==> config.mk <==
export PLATFORM = sky130hd
export DESIGN_NAME = min_dwell_conditioner
export DESIGN_NICKNAME = d
export VERILOG_FILES = /design/src/rtl/dwell_pkg.sv /design/src/rtl/dwell_sync.sv /design/src/rtl/dwell_control.sv /design/src/rtl/dwell_datapath.sv /design/src/rtl/min_dwell_conditioner.sv
export SDC_FILE = /design/constraint.sdc
export NUM_CORES = 1
export LEC_CHECK = 0
export BUFFER_PORTS_ARGS = -buffer_cell sky130_fd_sc_hd__clkbuf_2
export CAP_MARGIN = 5
export CELL_PAD_IN_SITES_DETAIL_PLACEMENT = 1
export CELL_PAD_IN_SITES_GLOBAL_PLACEMENT = 1
export CORE_ASPECT_RATIO = 1.75
export CORE_UTILIZATION = 35
export DETAILED_ROUTE_END_ITERATION = 16
export GPL_TIMING_DRIVEN = 0
export HOLD_SLACK_MARGIN = 0.05
export PLACE_DENSITY_LB_ADDON = 0.1
export SLEW_MARGIN = 0
export SYNTH_ARGS = -nofsm -noshare
export SYNTH_HDL_FRONTEND = slang
export SYNTH_SLANG_ARGS = --single-unit
==> constraint.sdc <==
create_clock -name clk -period 8.5 [get_ports clk]
set_input_delay 2.125 -clock clk [delete_from_list [all_inputs] [get_ports clk]]
set_output_delay 2.125 -clock clk [all_outputs]
set_load 0.05 [all_outputs]
==> src/rtl/dwell_pkg.sv <==
package dwell_pkg;

  // Strobes from the control to the datapath, evaluated once per cycle.
  typedef struct packed {
    logic loadCnt;  // load the dwell counter with the minimum of selHigh's level
    logic selHigh;  // 1: use the high minimum, 0: use the low minimum
    logic decCnt;   // count one cycle of the running dwell
    logic setOut;   // write outVal into the output register
    logic outVal;   // level written on setOut
  } dwellStrobes_t;

endpackage

==> src/rtl/dwell_sync.sv <==
module dwell_sync #(
  parameter int STAGES = 2
) (
  input  logic clk,
  input  logic rst,
  input  logic din,
  output logic dout
);

  logic [STAGES-1:0] stg;

  generate
    for (genvar i = 0; i < STAGES; i++) begin : g_stage
      if (i == 0) begin : g_first
        always_ff @(posedge clk) begin
          if (rst) stg[i] <= 1'b0;
          else     stg[i] <= din;
        end
      end else begin : g_next
        always_ff @(posedge clk) begin
          if (rst) stg[i] <= 1'b0;
          else     stg[i] <= stg[i-1];
        end
      end
    end
  endgenerate

  assign dout = stg[STAGES-1];

endmodule

==> src/rtl/dwell_control.sv <==
module dwell_control
  import dwell_pkg::*;
(
  input  logic          clk,
  input  logic          rst,
  input  logic          syncIn,
  input  logic          curOut,
  input  logic          cntZero,
  output dwellStrobes_t ctl
);

  always_comb begin
    ctl = '0;
    if (rst) begin
      // Reset forces a low level and opens a low dwell.
      ctl.setOut  = 1'b1;
      ctl.outVal  = 1'b0;
      ctl.loadCnt = 1'b1;
      ctl.selHigh = 1'b0;
    end else if (!cntZero) begin
      ctl.decCnt = 1'b1;
    end else if (syncIn != curOut) begin
      // Dwell over: act on the level present now, start the next dwell.
      ctl.setOut  = 1'b1;
      ctl.outVal  = syncIn;
      ctl.loadCnt = 1'b1;
      ctl.selHigh = syncIn;
    end
  end

  AST_NO_TOGGLE_IN_DWELL: assert property (@(posedge clk) disable iff (rst)
    !cntZero |=> $stable(curOut)) else $error("toggle inside dwell");

endmodule

==> src/rtl/dwell_datapath.sv <==
module dwell_datapath
  import dwell_pkg::*;
#(
  parameter int CNT_W = 16
) (
  input  logic             clk,
  input  logic             rst,
  input  dwellStrobes_t    ctl,
  input  logic [CNT_W-1:0] minHigh,
  input  logic [CNT_W-1:0] minLow,
  output logic             condOut,
  output logic             cntZero
);

  localparam logic [CNT_W-1:0] CNT_ONE = {{(CNT_W-1){1'b0}}, 1'b1};

  logic [CNT_W-1:0] dwellCnt;
  logic [CNT_W-1:0] pickMin;
  logic [CNT_W-1:0] loadVal;

  // A dwell of N cycles needs N-1 further edges before the next change.
  assign pickMin = ctl.selHigh ? minHigh : minLow;
  assign loadVal = (pickMin == '0) ? '0 : pickMin - CNT_ONE;
  assign cntZero = (dwellCnt == '0);

  always_ff @(posedge clk) begin
    if (ctl.loadCnt)     dwellCnt <= loadVal;
    else if (ctl.decCnt) dwellCnt <= dwellCnt - CNT_ONE;
    if (ctl.setOut)      condOut  <= ctl.outVal;
  end

  AST_RESET_LOW: assert property (@(posedge clk)
    rst |=> !condOut) else $error("output not low after reset");

  AST_DEC_NONZERO: assert property (@(posedge clk) disable iff (rst)
    ctl.decCnt |-> !cntZero) else $error("count below zero");

endmodule

==> src/rtl/min_dwell_conditioner.sv <==
module min_dwell_conditioner
  import dwell_pkg::*;
#(
  parameter int CNT_W       = 16,
  parameter int SYNC_STAGES = 2
) (
  input  logic             clk,
  input  logic             rst,
  input  logic             rawIn,
  input  logic [CNT_W-1:0] minHighCycles,
  input  logic [CNT_W-1:0] minLowCycles,
  output logic             condOut
);

  localparam logic [CNT_W-1:0] CNT_ONE = {{(CNT_W-1){1'b0}}, 1'b1};

  logic          syncIn;
  logic          cntZero;
  dwellStrobes_t ctl;

  dwell_sync #(.STAGES(SYNC_STAGES)) i_sync (
    .clk (clk),
    .rst (rst),
    .din (rawIn),
    .dout(syncIn)
  );

  dwell_control i_ctrl (
    .clk    (clk),
    .rst    (rst),
    .syncIn (syncIn),
    .curOut (condOut),
    .cntZero(cntZero),
    .ctl    (ctl)
  );

  dwell_datapath #(.CNT_W(CNT_W)) i_dp (
    .clk    (clk),
    .rst    (rst),
    .ctl    (ctl),
    .minHigh(minHighCycles),
    .minLow (minLowCycles),
    .condOut(condOut),
    .cntZero(cntZero)
  );

  // Observation logic for the assertions: age of the present output level.
  logic             outPrev;
  logic [CNT_W-1:0] ageReg;
  logic [CNT_W-1:0] levelAge;
  logic [CNT_W-1:0] effHigh;
  logic [CNT_W-1:0] effLow;
  logic [CNT_W-1:0] effCur;

  assign effHigh = (minHighCycles == '0) ? CNT_ONE : minHighCycles;
  assign effLow  = (minLowCycles  == '0) ? CNT_ONE : minLowCycles;
  assign effCur  = condOut ? effHigh : effLow;

  always_comb begin
    if (condOut != outPrev)  levelAge = CNT_ONE;
    else if (ageReg == '1)   levelAge = '1;
    else                     levelAge = ageReg + CNT_ONE;
  end

  always_ff @(posedge clk) begin
    if (rst) begin
      outPrev <= 1'b0;
      ageReg  <= '0;
    end else begin
      outPrev <= condOut;
      ageReg  <= levelAge;
    end
  end

  AST_HIGH_DWELL: assert property (@(posedge clk) disable iff (rst)
    $fell(condOut) |-> $past(levelAge) >= $past(effHigh)) else $error("high dwell short");

  AST_LOW_DWELL: assert property (@(posedge clk) disable iff (rst)
    $rose(condOut) |-> $past(levelAge) >= $past(effLow)) else $error("low dwell short");

  AST_FOLLOW_EXPIRED: assert property (@(posedge clk) disable iff (rst)
    (levelAge >= effCur && syncIn != condOut) |=> condOut != $past(condOut)) else $error("no follow");

  AST_HOLD_MATCH: assert property (@(posedge clk) disable iff (rst)
    (syncIn == condOut) |=> $stable(condOut)) else $error("spurious change");

endmodule

==> qor.yml <==
global_route:
  grt_pass1_vias: 1979
  grt_max_degree: 17
  overflow: 0
  antenna_found_initial: 0
  grt_pass1_wl_um: 9820
  grt_use_total_pct: 21.7
synthesis:
  syn_inst: 225
  synth_edf_count: 17
  synth_mux_area_share_pct: 2.15
  synth_xor_xnor_area_share_pct: 13.7
  syn_area_per_cell_um2: 8.79
  synth.most_common_cell: "nor2_1"
  synth_area_um2: 1980
  synth_common_cells: "34 x nor2_1, 20 x xnor2_1, 17 x edfxtp_1"
  ys_warn_count: 0
  synth_top_area_share_pct: 25.8
  synth_cell_types: 60
  async_reset_ff_share_pct: 0
  synth-simple-area-share_pct: 33.6
  synth-seq-cells: 19
  synth-adder-area-share_pct: 2.53
  yosys-top-cells-area: "edfxtp_1 26%, xnor2_1 8.9%, nor2_1 6.5%, xor2_1 4.9%, nand2b_1 2.8%"
  synth_seq_area_share_pct: 27.8
  synth_top_family_by_area: "simple AND/OR/NAND/NOR gates"
  syn_nets: 264
  synth_compound_area_share_pct: 16.8
  yosysTopAreaCell: "edfxtp_1"
  synthFlopType: "edfxtp_1"
timing:
  drv_slew: 0
  post-route-min-period_ns: 5.01
  hold_violations: 0
  fin_skew_ns: 0.00472
  period_share_pct: 58.9
  setup-tns-final_ns: 0
  rsz0062_at_grt: "no"
  relSlewSlack_pct: 35.7
  worst_pin_slew_ns: 0.956
  fmax_mhz: 200
  report.final.setup_viol: 0
cts:
  worst_skew_pair.late_latency_ns: 0.25
  clk_pin_slew_ns: 0.07
  postCtsHoldBufs: 0
  post_cts_buffers: 0
  cts_tree: "done"
  cts.htree.levels: 1
  clockBufferDepth: 2
  cts.sinks: 19
  cts-resized-gates: 0
  numCtsBuffers: 3
  cts-root-buf: "clkbuf_8"
critical_path:
  path_buf_inv: 2
  required_ns: 8.48
  end_kind: "flop"
  cp-start-kind: "input pin"
  crit_arrival_ns: 4.99
  critPathKind: "in -> reg"
  slowest_delay_ns: 0.49
  path_cells: "clkbuf_2 > and2b_1 > nand2_4 > clkbuf_1 > mux2i_1 > ha_1 > nand2b_1 > nor4_2 > nand4_1 > a2111oi_0 > a211oi_1"
  worstPathMaxFanout: 10
  cp_slowest_cell: "nor4_2"
  worst_path_dominant_cell_family: "simple AND/OR/NAND/NOR gates"
status:
  status: "finished, final reports clean"
floorplanning:
  start_util_pct: 37.0
  die_w_um: 58.8
  die_area_um2: 5970
  core-area_um2: 5340
  ioPinCount: 36
  die_h_um: 101
  rows: 35
power_and_ir_drop:
  power_per_cell_area_nw_per_um2: 114
  ir_drop_v: 0.0000430
  intPower_mw: 0.181
  p_comb_share_pct: 28.8
  net-switching-power_mw: 0.0813
  power_leakage_nw: 0.827
  p_seq_share_pct: 48.1
  swShare_pct: 31.0
  power_frac_clock_pct: 23.1
placement:
  dp.final_hpwl_um: 5040
  place.gp.congestion: 0.834
  io_buffers: 35
  place_area_um2: 2250
cells_and_area:
  drive_above_1_share_pct: 23.1
  area_delta_synth_final_pct: 15.8
  nets: 304
  design_area_um2: 2290
  final_util_pct: 42.9
  n_antenna_cell: 0
drt:
  viasPerCell: 5.47
  post_drt_wl_per_cell_um: 17.5
  remaining_drc_errors: 0
  drtAntennaViolNets: 0
  wl_um: 5900
  dr.pass1.iters: 4
  first_iter_violations: 45
  num_vias: 1850
flow_run:
  drv_cap: 0
hold_path:
  hp-class: "reg -> reg"
[stage by stage]
step | cells | total power, mW | setup slack, ns | hold slack [ns]
after global placement | 334 | 0.202 | 3.24 | 0.419
after floorplan | 225 | 0.172 | 4.00 | 0.414
after global routing | 338 | 0.276 | 3.21 | 0.467
after CTS | 338 | 0.264 | 3.47 | 0.459
after detailed placement | 334 | 0.204 | 3.22 | 0.439
final | 338 | 0.262 | 3.49 | 0.454
[worst reg2reg max path, cell delays in order (launching register included)]
cell and delay, ns:
edfxtp_1 0.46, nor4_1 0.55, and4_1 0.30, buf_2 0.22
nand2_4 0.11, clkbuf_1 0.26, mux2i_1 0.22, ha_1 0.24
nand2b_1 0.21, nor4_2 0.49, nand4_1 0.15, a2111oi_0 0.46
a211oi_1 0.11
[final timing paths]
kind / start / end / slack, ns / depth (start not counted)
setup / recovery: rst / i_dp.dwellCnt[14] / 3.49 / 11
hold / removal: i_sync.stg[0] / i_sync.dout / 0.45 / 1
setup reg to reg: i_dp.dwellCnt[11] / i_dp.dwellCnt[14] / 4.44 / 12
hold reg to reg: i_sync.stg[0] / i_sync.dout / 0.45 / 1
[state kept, by name, summed over array words and instances, names as in the netlist]
name	flops
i_dp.condOut	1
i_dp.dwellCnt	16
i_sync.dout	1
i_sync.stg	1
[power groups by stage]
stage / registers [mW] / clock network, mW / logic, mW
detailed placement: 0.128 / 0 / 0.0754
CTS: 0.126 / 0.0616 / 0.0764
finish: 0.126 / 0.0604 / 0.0756
floorplan: 0.126 / 0 / 0.0456
global placement: 0.128 / 0 / 0.0747
global route: 0.128 / 0.0644 / 0.0837
[cell usage in the layout, fill, tap and decap left out, types with 2 or more instances in the layout]
cell type / instances
o211ai_1: 2
a31oi_1: 2
xor2_1: 11
nand4_1: 5
or4_4: 2
clkbuf_1: 3
o31ai_1: 4
ha_1: 4
nor4b_1: 2
nor2_1: 34
or3b_1: 2
dfxtp_1: 2
nor4_4: 2
inv_1: 6
nor4_1: 6
xnor2_1: 20
nor2b_1: 3
nand3b_1: 2
nand2b_1: 9
o32ai_1: 5
a211oi_1: 4
mux2i_1: 2
a21oi_1: 4
clkbuf_8: 3
nor3_1: 7
o41a_1: 2
a2111oi_0: 2
o41ai_1: 2
nand3_1: 11
clkbuf_2: 35
o21ai_0: 2
nor4_2: 4
or4_1: 2
buf_2: 2
inv_2: 2
nand2_1: 11
edfxtp_1: 17
mux2_2: 2
[cells by family (layout without fill, tap and decap cells)]
kind of cell               Yosys count  in the layout
and+or+nand+nor                    112            112
adders and majority gates            4              4
xor gates and xnor gates            31             31
AOI/OAI and AO/OA                   41             41
buffers and inverters               14             53
muxes                                4              4
DFF                                 19             19
[cell type report]
cell class / instances / area (um^2)
clock buffers: 4 / 45.0
well taps: 74 / 92.6
repair buffers: 35 / 175
multi-input cells: 192 / 1360
flip-flops and latches: 19 / 551
plain buffers: 6 / 36.3
fillers: 695 / 3050
inverters: 8 / 30.0
[routing by layer]
| layer | GRT usage (%) | up-vias | wire, um |
|---|---|---|---|
| met2 | 41.7 | 36 | 3220 |
| li1 | - | 937 | - |
| met4 | 8.61 | 0 | 165 |
| met5 | 0 | - | 0 |
| met1 | 23.9 | 865 | 2410 |
| met3 | 1.15 | 12 | 101 |
Power figures use the tool's default switching activity.
